## config.mk

```make
export PLATFORM = sky130hd
export DESIGN_NAME = rx_stat_irq_ctrl
export DESIGN_NICKNAME = d
export VERILOG_FILES = /design/src/rtl/rsi_pkg.sv /design/src/rtl/rsi_buffer.sv /design/src/rtl/rsi_break.sv /design/src/rtl/rsi_irq_route.sv /design/src/rtl/rx_stat_irq_ctrl.sv
export SDC_FILE = /design/constraint.sdc
export NUM_CORES = 1
export LEC_CHECK = 0
export ABC_CLOCK_PERIOD_IN_PS = 2800
export BUFFER_PORTS_ARGS = -buffer_cell sky130_fd_sc_hd__buf_2
export CAP_MARGIN = 20
export CORE_UTILIZATION = 49
export DETAILED_ROUTE_END_ITERATION = 7
export GPL_ROUTABILITY_DRIVEN = 1
export PLACE_DENSITY = 0.8
export RECOVER_POWER = 25
export SYNTH_ARGS = -nofsm -noshare
export SYNTH_HDL_FRONTEND = slang
export SYNTH_SLANG_ARGS = --single-unit
```

## constraint.sdc

```tcl
create_clock -name clk -period 2.8 [get_ports clk]
set_input_delay 0.56 -clock clk [delete_from_list [all_inputs] [get_ports clk]]
set_output_delay 0.56 -clock clk [all_outputs]
set_load 0.01 [all_outputs]
```

## src/rtl/rsi_pkg.sv

```systemverilog
package rsi_pkg;
    typedef enum logic [1:0] {
        ST_EMPTY = 2'd0,
        ST_FULL  = 2'd1,
        ST_OVRUN = 2'd2
    } buf_state_e;

    localparam int STAT_W  = 8;
    localparam int SB_FULL = 7;
    localparam int SB_OE   = 6;
    localparam int SB_PE   = 5;
    localparam int SB_FE   = 4;
    localparam int SB_BRK  = 3;
    localparam int SB_CIP  = 2;
    localparam int SB_SYNC = 1;
    localparam int SB_REN  = 0;
endpackage

```

## src/rtl/rsi_buffer.sv

```systemverilog
module rsi_buffer
    import rsi_pkg::*;
#(
    parameter int DW = 8
) (
    input  logic          clk,
    input  logic          rst_n,
    input  logic          char_done,
    input  logic [DW-1:0] char_data,
    input  logic          char_pe,
    input  logic          char_fe,
    input  logic          char_sync,
    input  logic          rd_data,
    input  logic          rd_stat,
    output logic          full,
    output logic [DW-1:0] data_q,
    output logic          pe_q,
    output logic          fe_q,
    output logic          sync_q,
    output logic          oe_q,
    output logic          hold_q,
    output logic          word_evt,
    output logic          word_err,
    output logic          reveal
);
    buf_state_e state_q, state_d;
    logic       load;
    logic       oe_set;

    // Transition logic: EMPTY->FULL on load, FULL->OVRUN on lost word,
    // FULL/OVRUN->EMPTY on data read.
    always_comb begin
        state_d = state_q;
        load    = 1'b0;
        reveal  = 1'b0;
        unique case (state_q)
            ST_EMPTY: begin
                if (char_done && !hold_q) begin
                    state_d = ST_FULL;
                    load    = 1'b1;
                end
            end
            ST_FULL: begin
                if (rd_data) begin
                    state_d = ST_EMPTY;
                    reveal  = 1'b1;
                end else if (char_done) begin
                    state_d = ST_OVRUN;
                end
            end
            ST_OVRUN: begin
                if (rd_data) begin
                    state_d = ST_EMPTY;
                    reveal  = 1'b1;
                end
            end
            default: state_d = ST_EMPTY;
        endcase
    end

    assign oe_set   = reveal && (state_q == ST_OVRUN);
    assign word_evt = load || oe_set;
    assign word_err = load ? (char_pe || char_fe || char_sync) : 1'b1;
    assign full     = (state_q != ST_EMPTY);

    always_ff @(posedge clk or negedge rst_n) begin
        if (!rst_n) state_q <= ST_EMPTY;
        else        state_q <= state_d;
    end

    always_ff @(posedge clk or negedge rst_n) begin
        if (!rst_n) begin
            data_q <= '0;
            pe_q   <= 1'b0;
            fe_q   <= 1'b0;
            sync_q <= 1'b0;
            oe_q   <= 1'b0;
            hold_q <= 1'b0;
        end else begin
            if (load) begin
                data_q <= char_data;
                pe_q   <= char_pe;
                fe_q   <= char_fe;
                sync_q <= char_sync;
            end
            if (oe_set) begin
                oe_q   <= 1'b1;
                hold_q <= 1'b1;
            end else if (rd_stat) begin
                oe_q   <= 1'b0;
                hold_q <= 1'b0;
            end
        end
    end
endmodule

```

## src/rtl/rsi_break.sv

```systemverilog
module rsi_break (
    input  logic clk,
    input  logic rst_n,
    input  logic brk_start,
    input  logic brk_end,
    input  logic full,
    input  logic reveal,
    input  logic rd_stat,
    output logic b_q,
    output logic brk_evt
);
    logic brk_pend_q;
    logic end_pend_q;
    logic b_set;
    logic end_now;
    logic end_rel;

    assign b_set   = (brk_start && !full) || (reveal && brk_pend_q);
    assign end_now = brk_end && !b_q && !brk_pend_q;
    assign end_rel = rd_stat && end_pend_q && !brk_pend_q;
    assign brk_evt = b_set || end_now || end_rel;

    always_ff @(posedge clk or negedge rst_n) begin
        if (!rst_n) begin
            b_q        <= 1'b0;
            brk_pend_q <= 1'b0;
            end_pend_q <= 1'b0;
        end else begin
            if (b_set)        b_q <= 1'b1;
            else if (rd_stat) b_q <= 1'b0;

            if (brk_start && full) brk_pend_q <= 1'b1;
            else if (reveal)       brk_pend_q <= 1'b0;

            if (brk_end && (b_q || brk_pend_q)) end_pend_q <= 1'b1;
            else if (end_rel)                   end_pend_q <= 1'b0;
        end
    end
endmodule

```

## src/rtl/rsi_irq_route.sv

```systemverilog
module rsi_irq_route (
    input  logic clk,
    input  logic rst_n,
    input  logic rx_en,
    input  logic err_ie,
    input  logic full_ie,
    input  logic word_evt,
    input  logic word_err,
    input  logic brk_evt,
    output logic irq_err,
    output logic irq_full
);
    logic to_err;
    logic to_full;

    assign to_err  = err_ie && ((word_evt && word_err) || brk_evt);
    assign to_full = (word_evt && !(word_err && err_ie)) || (brk_evt && !err_ie);

    always_ff @(posedge clk or negedge rst_n) begin
        if (!rst_n) begin
            irq_err  <= 1'b0;
            irq_full <= 1'b0;
        end else begin
            irq_err  <= rx_en && to_err;
            irq_full <= rx_en && full_ie && to_full;
        end
    end
endmodule

```

## src/rtl/rx_stat_irq_ctrl.sv

```systemverilog
module rx_stat_irq_ctrl
    import rsi_pkg::*;
#(
    parameter int DW = 8
) (
    input  logic              clk,
    input  logic              rst_n,
    input  logic              rx_en,
    input  logic              char_busy,
    input  logic              char_done,
    input  logic [DW-1:0]     char_data,
    input  logic              char_pe,
    input  logic              char_fe,
    input  logic              char_sync,
    input  logic              brk_start,
    input  logic              brk_end,
    input  logic              err_ie,
    input  logic              full_ie,
    input  logic              rd_stat,
    input  logic              rd_data,
    output logic [STAT_W-1:0] stat,
    output logic [DW-1:0]     data_out,
    output logic              irq_full,
    output logic              irq_err,
    output logic              asm_hold
);
    logic full, pe_q, fe_q, sync_q, oe_q, b_q;
    logic word_evt, word_err, reveal, brk_evt;

    rsi_buffer #(.DW(DW)) u_buf (
        .clk      (clk),
        .rst_n    (rst_n),
        .char_done(char_done),
        .char_data(char_data),
        .char_pe  (char_pe),
        .char_fe  (char_fe),
        .char_sync(char_sync),
        .rd_data  (rd_data),
        .rd_stat  (rd_stat),
        .full     (full),
        .data_q   (data_out),
        .pe_q     (pe_q),
        .fe_q     (fe_q),
        .sync_q   (sync_q),
        .oe_q     (oe_q),
        .hold_q   (asm_hold),
        .word_evt (word_evt),
        .word_err (word_err),
        .reveal   (reveal)
    );

    rsi_break u_brk (
        .clk      (clk),
        .rst_n    (rst_n),
        .brk_start(brk_start),
        .brk_end  (brk_end),
        .full     (full),
        .reveal   (reveal),
        .rd_stat  (rd_stat),
        .b_q      (b_q),
        .brk_evt  (brk_evt)
    );

    rsi_irq_route u_irq (
        .clk     (clk),
        .rst_n   (rst_n),
        .rx_en   (rx_en),
        .err_ie  (err_ie),
        .full_ie (full_ie),
        .word_evt(word_evt),
        .word_err(word_err),
        .brk_evt (brk_evt),
        .irq_err (irq_err),
        .irq_full(irq_full)
    );

    always_comb begin
        stat          = '0;
        stat[SB_FULL] = full;
        stat[SB_OE]   = oe_q;
        stat[SB_PE]   = pe_q;
        stat[SB_FE]   = fe_q;
        stat[SB_BRK]  = b_q;
        stat[SB_CIP]  = char_busy;
        stat[SB_SYNC] = sync_q;
        stat[SB_REN]  = rx_en;
    end
endmodule

```

-- Word-level counts from Yosys, hierarchy flattened
Index checks and enable logic that the tools add are counted.
W data, S select, Z words.
- bits of input ports: 22
- word-level logic and storage cells: 74
- register bits: 19
- equality and inequality tests: 5
- reductions and logical operators: 41
- mux-type cells: 17
- operators by type and width (kind ; number):
    $logic_and A1 B1 Y1 ; 18
    $mux W1 ; 12
    $reduce_bool A2 Y1 ; 5
    $logic_or A1 B1 Y1 ; 9
    $mux W2 ; 4
    $logic_not A1 Y1 ; 6
    $pmux W2 S3 ; 1
    $ne A3 B3 Y1 const B ; 1
    $reduce_and A3 Y1 ; 1
    $eq A2 B1 Y1 const B ; 1
    $eq A2 B2 Y1 const B ; 1
    $logic_not A2 Y1 ; 1
    $ne A2 B1 Y1 const B ; 1
    $ne A2 B2 Y1 const B ; 1
    $reduce_or A2 Y1 ; 1

-- Depth between registers and ports, before layout
Gate-level depths: netlist of the first run.
- depth after elaboration: 10
- depth in mapped cells: 7
- gate-level depth less buffers: 6

-- By module
A second synthesis of the first run with hierarchy kept.
- cell total of the unflattened synthesis: 85
- area, all modules: 991.0 um2
- by module, submodules not included (module ; times used ; cells each ; area each (um2)):
    rsi_buffer ; 1 ; 51 ; 685.7
    rsi_break ; 1 ; 17 ; 160.2
    rsi_irq_route ; 1 ; 9 ; 85.1
    rx_stat_irq_ctrl ; 1 ; 8 ; 60.1

-- Worst setup path before layout of the first run
No wires, ideal clock.
- kind: register to register
- start: reg u_buf.state_q[0]
- end: reg u_irq.irq_full
- data required time: 2.706 ns
- period minus slack after synthesis: 1.571 ns
- arrival time: 1.477 ns
- stages on the path, launching flop included: 6
- setup slack: 1.229 ns
- path buffers: 0
- cells stage by stage: dfrtp_1 inv_1 ha_1 nand3b_4 or4_4 a221oi_2
- word-level cells in the longest chain between the ends: 10
- elaborated cells between the ends (all ways): 22
- classes of those cells: eq/ne (2); mux (3); reduce/logical (17)
- RTL lines (item ; line ; source):
    start: declaration ; rsi_buffer.sv:26 ; buf_state_e state_q, state_d;
    start signal: assignment ; rsi_buffer.sv:68 ; else state_q <= state_d;
    $eq A2 B1 Y1 / $eq A2 B2 Y1 (equally long branches) ; rsi_buffer.sv:36, rsi_buffer.sv:61 ;
    $reduce_or A2 Y1 (no line) ; n/a ;
    $mux W1 ; n/a ;
    $logic_and A1 B1 Y1 ; rsi_break.sv:18 ; assign b_set = (brk_start && !full) || (reveal && brk_pend_q);
    $logic_or A1 B1 Y1 ; rsi_break.sv:18 ;
    $logic_or A1 B1 Y1 (2 in series) ; rsi_break.sv:21 ; assign brk_evt = b_set || end_now || end_rel;
    $logic_and A1 B1 Y1 ; rsi_irq_route.sv:17 ; assign to_full = (word_evt && !(word_err && err_ie)) || (brk_evt && !err_ie);
    $logic_or A1 B1 Y1 * ; rsi_irq_route.sv:17 ;
    $logic_and A1 B1 Y1 * ; rsi_irq_route.sv:25 ; irq_full <= rx_en && full_ie && to_full;
    end signal: assignment ; rsi_irq_route.sv:25 ;
    end: declaration ; rsi_irq_route.sv:11 ; output logic irq_full
Mark *: on every way between the ends. The rest lies on a longest branch, timed or not.
A chain may end at the register's enable or synchronous reset.

-- Worst setup path in the final report of the first run
- start: reg u_buf.state_q[0]
- end: out stat[7]
- word-level cells in the longest chain between the ends: 1
- RTL lines (item ; line ; source):
    $reduce_bool A2 Y1 ; rsi_buffer.sv:64 ; assign full = (state_q != ST_EMPTY);
    end: declaration ; rx_stat_irq_ctrl.sv:21 ; output logic [STAT_W-1:0] stat,
No other way between the ends.

==> run summary, run 1 <==
wire per inst = 12.3 µm
CP peak stage delay = 0.42 ns
min-delay worst type = input port to async pin
# setup viols final = 0
placed cell area = 1080 µm²
DRT Pass-1 Iters = 4
Inst Count DP = 130
DP Worst Slack = 0.989 ns
Largest delay share family, worst path = flip-flops
antenna-violating nets left = 0
power share of the clock group = 12.3%
Starting Density = 52.9%
vias in the first global route = 645
first-pass GRT wire length = 2580 µm
period utilization = 66.9%
clk slew on worst S/H paths = 0.11 ns
syn_area_per_cell = 12.1 µm²
post-synthesis sequential area ratio = 51.5%
max_slew headroom = 34.0%
switching power share of the total = 37.0%
cell area after layout = 1110 µm²
maximum capacitance violations = 0
Chip Width = 45.4 µm
Slowest-stage cell, CP = dfrtp_1
Net Sw Power = 0.421 mW
Pwr per Cell Area = 1030 nW/µm²
I/O pin count = 41
Yosys reg bits = 19
CTS Buf Count = 3
Area contributors post-synth = dfrtp_1 (51%), mux2_2 (12%), buf_4 (6.5%)
measured slew at the worst slew-check pin = 0.990 ns
Final Hold Vio Count = 0
row count = 15
Util after Layout = 63.4%
dpl hpwl = 1320 µm
Post-synth ARST share = 100%
nature of the critical path startpoint = flip-flop
Post-Syn Area = 923 µm²
Synth warnings = 0
Synthesized Nets = 102
fin. max-slew vios = 0
# port buffers = 38
outcome = finished clean
n_diodes = 0
Worst-Skew Late Latency = 0.30 ns
fmax = 534 MHz
antenna violations before repair = 0
setup ws final = 0.928 ns
Die Ht = 45.4 µm
Gate power share = 46.5%
Critical Path AT = 1.31 ns
Clock Path Buffers = 2
Syn-to-layout area delta = 19.8%
Post-CTS Resized = 0
Crit Path Max Fanout = 4
postcts setup bufs = 0
clk sinks = 19
synth cell count leaders = dfrtp_1 (19), mux2_2 (10), buf_4 (8)
crit-path cells = inv_1, ha_1, inv_1, buf_2
layout cells sized above 1 = 49.5%
Sequential Power Share = 41.2%
drt drc = 0
# fillers = 163
cells after synthesis = 76
GP Congestion = 0.714
setup TNS = 0 ns
Lkg Pwr = 0.572 nW
fin nets = 136
CTS root buffer = clkbuf_4
initial detailed-routing violation count = 11
die footprint = 2060 µm²
CTS Hold Buffers Added = 0
Core Footprint = 1750 µm²
CP Capture Type = output port
main flop type after synthesis = dfrtp_1
total grt overflow = 0
htree depth = 1
via count = 655
Yosys top cell area share = 51.5%
CTS tree = yes
RSZ-0062 raised after global routing = no
Most Frequent Cell on Critical Path = inv_1
vias per inst = 4.89
Worst Path Required = 2.24 ns
GRT Total Usage = 18.0%
Internal = 0.718 mW
Distinct cells, synth = 22
peak supply drop = 0.000518 V
minimum clock period after layout = 1.87 ns
WP buf/inv = 3
DRT Wirelength = 1650 µm
skew final = 0.00130 ns
Layout Cells excl Fill = 134
largest net degree at the start of global routing = 20
cell with the most instances after synthesis = dfrtp_1
Post-synth EDFFs = 0
Setup Crit Path Kind = flip-flop to output port
leading area contributor after synthesis = dfrtp_1
routing by layer:
layer	routed length (µm)	vias up	global-route usage, %
met2	871	18	31.1
li1	-	319	-
met3	70	4	3.57
met5	0	-	0
met4	31	0	10.9
met1	672	314	20.1
power groups by stage:
stage                     Sequential (mW)  Combinational (mW)  Clock [mW]
after floorplan                     0.498               0.386           0
after global placement              0.467               0.519           0
after detailed placement            0.476               0.536           0
after CTS                           0.469               0.537       0.147
after global routing                0.483               0.585       0.158
final                               0.469               0.529       0.140
metrics by stage:
step                      power, mW  hold WS (ns)
after floorplan               0.885         0.264
after global placement        0.985         0.484
after detailed placement       1.01         0.486
after CTS                      1.15         0.178
after global routing           1.23         0.417
final                          1.14         0.385
worst register-to-register path, cell delays in order (launching register included):
cell	delay [ns]
dfrtp_1	0.42
inv_1	0.11
ha_1	0.26
nand3b_4	0.21
or4_4	0.47
a221oi_2	0.27
layout make-up:
| type | count | area [µm²] | area share (%) |
|---|---|---|---|
| Sequential cell | 19 | 475 | 43.0 |
| Multi-Input combinational cell | 42 | 360 | 32.6 |
| Timing Repair Buffer | 38 | 189 | 17.1 |
| Tap cell | 25 | 31.3 | 2.83 |
| Clock buffer | 3 | 22.5 | 2.04 |
| Inverter | 6 | 22.5 | 2.04 |
| Clock inverter | 1 | 5.00 | 0.452 |
flip-flops by register name (all words and copies together), names as in the netlist:
name / cells
u_buf.oe_q: 1
u_buf.fe_q: 1
u_brk.b_q: 1
u_buf.data_q: 8
u_buf.state_q: 2
u_brk.end_pend_q: 1
u_buf.sync_q: 1
u_brk.brk_pend_q: 1
u_irq.irq_full: 1
u_irq.irq_err: 1
u_buf.pe_q: 1
worst paths after layout:
check / start / to / slack [ns] / cells past startpoint
worst min register to register: u_buf.data_q[5]$_DFFE_PN0P_ / u_buf.data_q[5]$_DFFE_PN0P_ / 0.51 / 1
max in group asynchronous: rst_n / u_buf.state_q[0]$_DFFE_PN0P_ / 1.82 / 1
worst max-delay path: u_buf.state_q[0]$_DFFE_PN0P_ / stat[7] / 0.93 / 4
worst max register to register: u_buf.state_q[0]$_DFFE_PN0P_ / u_irq.irq_full$_DFF_PN0_ / 0.98 / 5
min in group clk: err_ie / u_irq.irq_full$_DFF_PN0_ / 0.43 / 2
worst min-delay path: rst_n / u_irq.irq_err$_DFF_PN0_ / 0.39 / 1
cell usage in the layout, fill, tap and decap left out, drive strengths merged:
master  synthesis  final
a21oi           2      2
a221oi          1      1
a22o            1      1
a22oi           1      1
a32oi           1      1
and2            1      1
buf             9     37
clkbuf          0      4
clkinv          0      1
dfrtp          19     19
ha              4      4
inv             6      6
mux2           12     12
mux2i           1      1
nand2           6      6
nand2b          2      2
nand3           2      2
nand3b          1      1
o21a            1      1
o21ai           5      5
or4             1      1
logic make-up after synthesis:
logic type / count (synthesis) / synth area share [%]
DFF: 19 / 51.5
AOI/OAI and AO/OA: 12 / 8.94
adders and majority gates: 4 / 5.42
and+or+nand+nor: 13 / 8.94
muxes: 13 / 15.7
buffers and inverters: 15 / 9.48
No activity file was read; power rests on OpenSTA's default activity.
==> run 2, diff against run 1 <==
- ABC_CLOCK_PERIOD_IN_PS: 2800 -> 1600
- CORE_UTILIZATION: 49 -> 41
- PLACE_DENSITY: 0.8 -> 0.71
- clock period: 2.8 -> 1.6 ns (I/O delays scaled with it)
==> run summary, run 2 (synthesis results as in run 1) <==
measured slew at the worst slew-check pin = 0.988 ns (-0.00122 ns)
most frequent cells in the layout = buf_2 (36), dfrtp_1 (19), mux2_2 (10), nand2_1 (6), o21ai_0 (4)
Clock Path Buffers = 2 (unchanged)
wire per inst = 11.1 µm (-9.8%)
largest net degree at the start of global routing = 20 (unchanged)
nature of the critical path startpoint = flip-flop
largest registers = u_buf.data_q x8, u_buf.state_q x2
period utilization = 94.4%
RSZ-0062 raised after global routing = no
max_slew headroom = 34.1% (+0.082 points)
max reg flops = 8 (unchanged)
row count = 16 (+1)
Layout Cells excl Fill = 141 (+5.2%)
peak supply drop = 0.000953 V (+84%)
GRT Total Usage = 15.2% (-2.8 points)
total grt overflow = 0 (unchanged)
DRT Pass-1 Iters = 4 (unchanged)
CP Capture Type = flip-flop
# port buffers = 38 (unchanged)
Pwr per Cell Area = 1830 nW/µm² (+77%)
commonest non-fill, non-tap cell in the layout = buf_2
Critical Path AT = 1.71 ns (+0.40 ns)
dpl hpwl = 1240 µm (-6.4%)
Internal = 1.39 mW (+94%)
minimum clock period after layout = 1.51 ns
Inst Count DP = 136 (+4.6%)
Lkg Pwr = 0.595 nW (+3.9%)
Biggest register = u_buf.data_q
outcome = finished clean
die footprint = 2450 µm² (+19%)
htree depth = 1 (unchanged)
antenna violations before repair = 0 (unchanged)
Starting Density = 45.2% (-7.7 points)
CTS root buffer = clkbuf_4
I/O pin count = 41 (unchanged)
vias per inst = 4.67 (-4.5%)
skew final = 0.00317 ns (+0.00187 ns)
Core Footprint = 2040 µm² (+17%)
DRT Wirelength = 1560 µm (-5.0%)
drt drc = 0 (unchanged)
initial detailed-routing violation count = 4 (-7)
Final Hold Vio Count = 0 (unchanged)
Setup Crit Path Kind = flip-flop to flip-flop
Chip Width = 49.5 µm (+8.9%)
clk slew on worst S/H paths = 0.10 ns (about the same)
maximum capacitance violations = 0 (unchanged)
switching power share of the total = 35.0% (-2.0 points)
n_diodes = 0 (unchanged)
power share of the clock group = 10.7% (-1.6 points)
via count = 658 (+0.46%)
fin. max-slew vios = 0 (unchanged)
first-pass GRT wire length = 2790 µm (+8.3%)
Gate power share = 51.2% (+4.7 points)
fin nets = 141 (+3.7%)
Crit Path Max Fanout = 3 (-1)
Worst Path Required = 1.80 ns (-0.44 ns)
vias in the first global route = 676 (+4.8%)
Net Sw Power = 0.749 mW (+78%)
GP Congestion = 0.709 (-0.70%)
clk sinks = 19 (unchanged)
setup TNS = 0 ns (unchanged)
min-delay worst type = input port to flip-flop
CTS tree = yes
layout cells sized above 1 = 53.5% (+4.0 points)
Syn-to-layout area delta = 27.0%
R2R setup slack = 0.09 ns (-0.89 ns)
# fillers = 189 (+16%)
Sequential Power Share = 38.1% (-3.1 points)
CTS Buf Count = 3 (unchanged)
# setup viols final = 0 (unchanged)
Worst-Skew Late Latency = 0.28 ns (-0.02 ns)
fmax = 662 MHz
antenna-violating nets left = 0 (unchanged)
Die Ht = 49.5 µm (+8.9%)
## run 2: cell count changes in the layout (fill, tap and decap cells not counted), sizes merged
cell | previous run | this run
buf | 37 | 41
clkbuf | 4 | 5
dlygate4sd3 | 0 | 1
clkinv | 1 | 0
## run 2: final cells by class
type / count / area, µm² / share of cell area (%)
well taps: 27 / 33.8 / 2.88
repair buffers: 43 / 239 / 20.4
inverters: 6 / 25.0 / 2.13
flip-flops and latches: 19 / 475 / 40.6
multi-input cells: 42 / 373 / 31.8
clock buffers: 4 / 26.3 / 2.24
## run 2: critical path, stage by stage, from the launching register on
cell and delay (ns):
dfrtp_1 0.42, inv_2 0.09, ha_4 0.15, nand3b_4 0.07, or4_4 0.42, a221oi_2 0.27
## run 2: power by group through the flow
stage	combinational [mW]	clock [mW]	sequential (mW)
final	1.10	0.229	0.815
after global routing	1.23	0.268	0.850
after CTS	1.06	0.247	0.813
after detailed placement	1.01	0	0.824
after global placement	0.986	0	0.815
after floorplan	0.676	0	0.872
## run 2: through the flow
step / hold WS (ns) / power, mW / utilization (%) / setup WS [ns] / cell area [µm²]
finish: 0.214 / 2.14 / 57.4 / 0.0899 / 1170
global route: 0.191 / 2.34 / 57.4 / 0.00390 / 1170
CTS: 0.200 / 2.12 / 56.9 / 0.00200 / 1160
detailed placement: 0.280 / 1.83 / 54.5 / 0.0409 / 1110
global placement: 0.279 / 1.80 / 54.5 / 0.0841 / 1110
floorplan: 0.0244 / 1.55 / - / 0.0291 / 923
## run 2: path summary, 6_finish.rpt
path                                              start                     endpoint  cells after the start
setup / recovery           u_buf.state_q[0]$_DFFE_PN0P_     u_irq.irq_full$_DFF_PN0_                      5
max in group asynchronous                         rst_n  u_buf.data_q[4]$_DFFE_PN0P_                      2
hold reg to reg             u_buf.data_q[5]$_DFFE_PN0P_  u_buf.data_q[5]$_DFFE_PN0P_                      1
setup reg to reg           u_buf.state_q[0]$_DFFE_PN0P_     u_irq.irq_full$_DFF_PN0_                      5
min in group asynchronous                         rst_n  u_buf.data_q[6]$_DFFE_PN0P_                      2
hold / removal                                   err_ie     u_irq.irq_full$_DFF_PN0_                      2
## run 2: per-layer routing
layer  share of wire (%)  GRT usage (%)  vias up  wire [µm]
li1                    -              -      329          -
met1                  41           17.7      307        645
met2                  53           26.5       20        827
met3                 5.2           2.78        2         82
met4                0.51           7.62        0          8
met5                   0              0        -          0
## run 2: what timing repair did
action,CTS,global route
setup endpoints to repair,1,3
buffers inserted,0,0
gates resized for setup,2,6
hold endpoints to repair,19,0
pin swaps,1,1
hold buffers,1,0
==> run 3, diff against run 2 <==
- RECOVER_POWER: 25 -> not set
==> run summary, run 3 (synthesis results as in run 1) <==
outcome = finished clean
maximum capacitance violations = 0 (unchanged)
fin nets = 141 (unchanged)
Worst setup endpoint = u_irq.irq_full$_DFF_PN0_
Critical Path AT = 1.71 ns (about the same)
Worst Path Required = 1.80 ns (about the same)
CTS Buf Count = 3 (unchanged)
min-delay worst type = input port to flip-flop
cell area after layout = 1170 µm² (+0.11%)
Hold Worst Slack = 0.214 ns (unchanged)
Final Hold Vio Count = 0 (unchanged)
fin. max-slew vios = 0 (unchanged)
die footprint = 2450 µm² (unchanged)
max reg flops = 8 (unchanged)
row count = 16 (unchanged)
largest registers = u_buf.data_q x8, u_buf.state_q x2
Largest delay share family, worst path = simple AND/OR/NAND/NOR gates
CP peak stage delay = 0.42 ns (about the same)
Setup Crit Path Kind = flip-flop to flip-flop
via count = 658 (unchanged)
Starting Density = 45.2% (unchanged)
Slowest-stage cell, CP = dfrtp_1
CTS tree = yes
WP buf/inv = 1 (unchanged)
skew final = 0.00317 ns (unchanged)
CTS root buffer = clkbuf_4
Clock Path Buffers = 2 (unchanged)
most frequent cells in the layout = buf_2 (37), dfrtp_1 (19), mux2_2 (10), nand2_1 (6), o21ai_0 (4)
antenna-violating nets left = 0 (unchanged)
Inst Count DP = 136 (unchanged)
CP Capture Type = flip-flop
Core Footprint = 2040 µm² (unchanged)
vias in the first global route = 676 (unchanged)
crit-path cells = inv_2, ha_4, nand3b_4, or4_4, a221oi_2
reg2reg start = u_buf.state_q[0]$_DFFE_PN0P_
CP Depth = 5 (unchanged)
Syn-to-layout area delta = 27.1%
Crit Reg-Reg Endpoint = u_irq.irq_full$_DFF_PN0_
largest net degree at the start of global routing = 20 (unchanged)
minimum clock period after layout = 1.51 ns (unchanged)
GP Congestion = 0.709 (unchanged)
DRT Wirelength = 1560 µm (unchanged)
drt drc = 0 (unchanged)
# setup viols final = 0 (unchanged)
overall power = 2.14 mW (about the same)
Worst Setup SP = u_buf.state_q[0]$_DFFE_PN0P_
Biggest register = u_buf.data_q
peak supply drop = 0.000953 V (about the same)
Layout Cells excl Fill = 141 (unchanged)
Pwr per Cell Area = 1820 nW/µm² (about the same)
nature of the critical path startpoint = flip-flop
first-pass GRT wire length = 2790 µm (unchanged)
setup TNS = 0 ns (unchanged)
R2R cell count = 5 (unchanged)
Worst-Skew Late Latency = 0.28 ns (about the same)
placed cell area = 1110 µm² (unchanged)
critical hold path startpoint = err_ie
max_slew headroom = 72.5% (+38 points)
Crit Path Max Fanout = 3 (unchanged)
period utilization = 94.4% (unchanged)
layout cells sized above 1 = 54.4% (+0.88 points)
# port buffers = 38 (unchanged)
wire per inst = 11.1 µm (unchanged)
antenna violations before repair = 0 (unchanged)
vias per inst = 4.67 (unchanged)
fmax = 662 MHz (unchanged)
Die Ht = 49.5 µm (unchanged)
n_diodes = 0 (unchanged)
htree depth = 1 (unchanged)
clk sinks = 19 (unchanged)
initial detailed-routing violation count = 4 (unchanged)
GRT Total Usage = 15.2% (unchanged)
measured slew at the worst slew-check pin = 0.412 ns (-0.577 ns)
dpl hpwl = 1240 µm (unchanged)
RSZ-0062 raised after global routing = no
Lkg Pwr = 0.597 nW (+0.46%)
DRT Pass-1 Iters = 4 (unchanged)
Chip Width = 49.5 µm (unchanged)
clk slew on worst S/H paths = 0.10 ns (about the same)
I/O pin count = 41 (unchanged)
commonest non-fill, non-tap cell in the layout = buf_2
R2R setup slack = 0.09 ns (about the same)
total grt overflow = 0 (unchanged)
-- run 3: changes by cell type in the layout (fill, tap and decap cells not counted) --
cell / previous run / this run
buf_2: 36 / 37
clkbuf_1: 2 / 1
-- run 3: per-layer routing --
| metal | share of wire (%) | vias up | global-route usage (%) |
|---|---|---|---|
| met5 | 0 | - | 0 |
| met4 | 0.51 | 0 | 7.62 |
| met3 | 5.2 | 2 | 2.78 |
| met2 | 53 | 20 | 26.5 |
| met1 | 41 | 307 | 17.7 |
| li1 | - | 329 | - |
-- run 3: power by group --
part | total (mW) | leakage, nW | switching, mW | internal [mW]
combinational | 1.10 | 0.355 | 0.502 | 0.595
sequential | 0.815 | 0.228 | 0.115 | 0.700
clock | 0.229 | 0.0150 | 0.133 | 0.0968
total | 2.14 | 0.597 | 0.749 | 1.39
-- run 3: through the flow --
stage          setup WS [ns]  utilization [%]
2_1_floorplan         0.0291                -
3_3_place_gp          0.0841             54.5
3_5_place_dp          0.0409             54.5
4_1_cts              0.00200             56.9
5_1_grt              0.00390             57.5
6_report              0.0899             57.5
-- run 3: cell type report --
type,instances,area [µm²]
Clock buffer,4,26.3
Fill cell,188,868
Inverter,6,25.0
Multi-Input combinational cell,42,373
Sequential cell,19,475
Tap cell,27,33.8
Timing Repair Buffer,43,240
-- run 3: how the worst min path moves through the flow --
stage	cells after the start	slack (ns)	to
after floorplan	0	0.02	u_brk.b_q$_DFFE_PN0P_
after global placement	1	0.28	u_buf.oe_q$_DFFE_PN0P_
after detailed placement	1	0.28	u_buf.data_q[6]$_DFFE_PN0P_
after CTS	2	0.20	u_irq.irq_full$_DFF_PN0_
after global routing	2	0.19	u_irq.irq_full$_DFF_PN0_
final	2	0.21	u_irq.irq_full$_DFF_PN0_
-- run 3: what timing repair did --
item                                    4_1_cts  5_1_grt
endpoints found under the setup margin        1        3
hold endpoints to repair                     19        0
pin swaps                                     1        1
setup buffers                                 0        0
hold buffers                                  1        0
gates resized for setup                       2        6
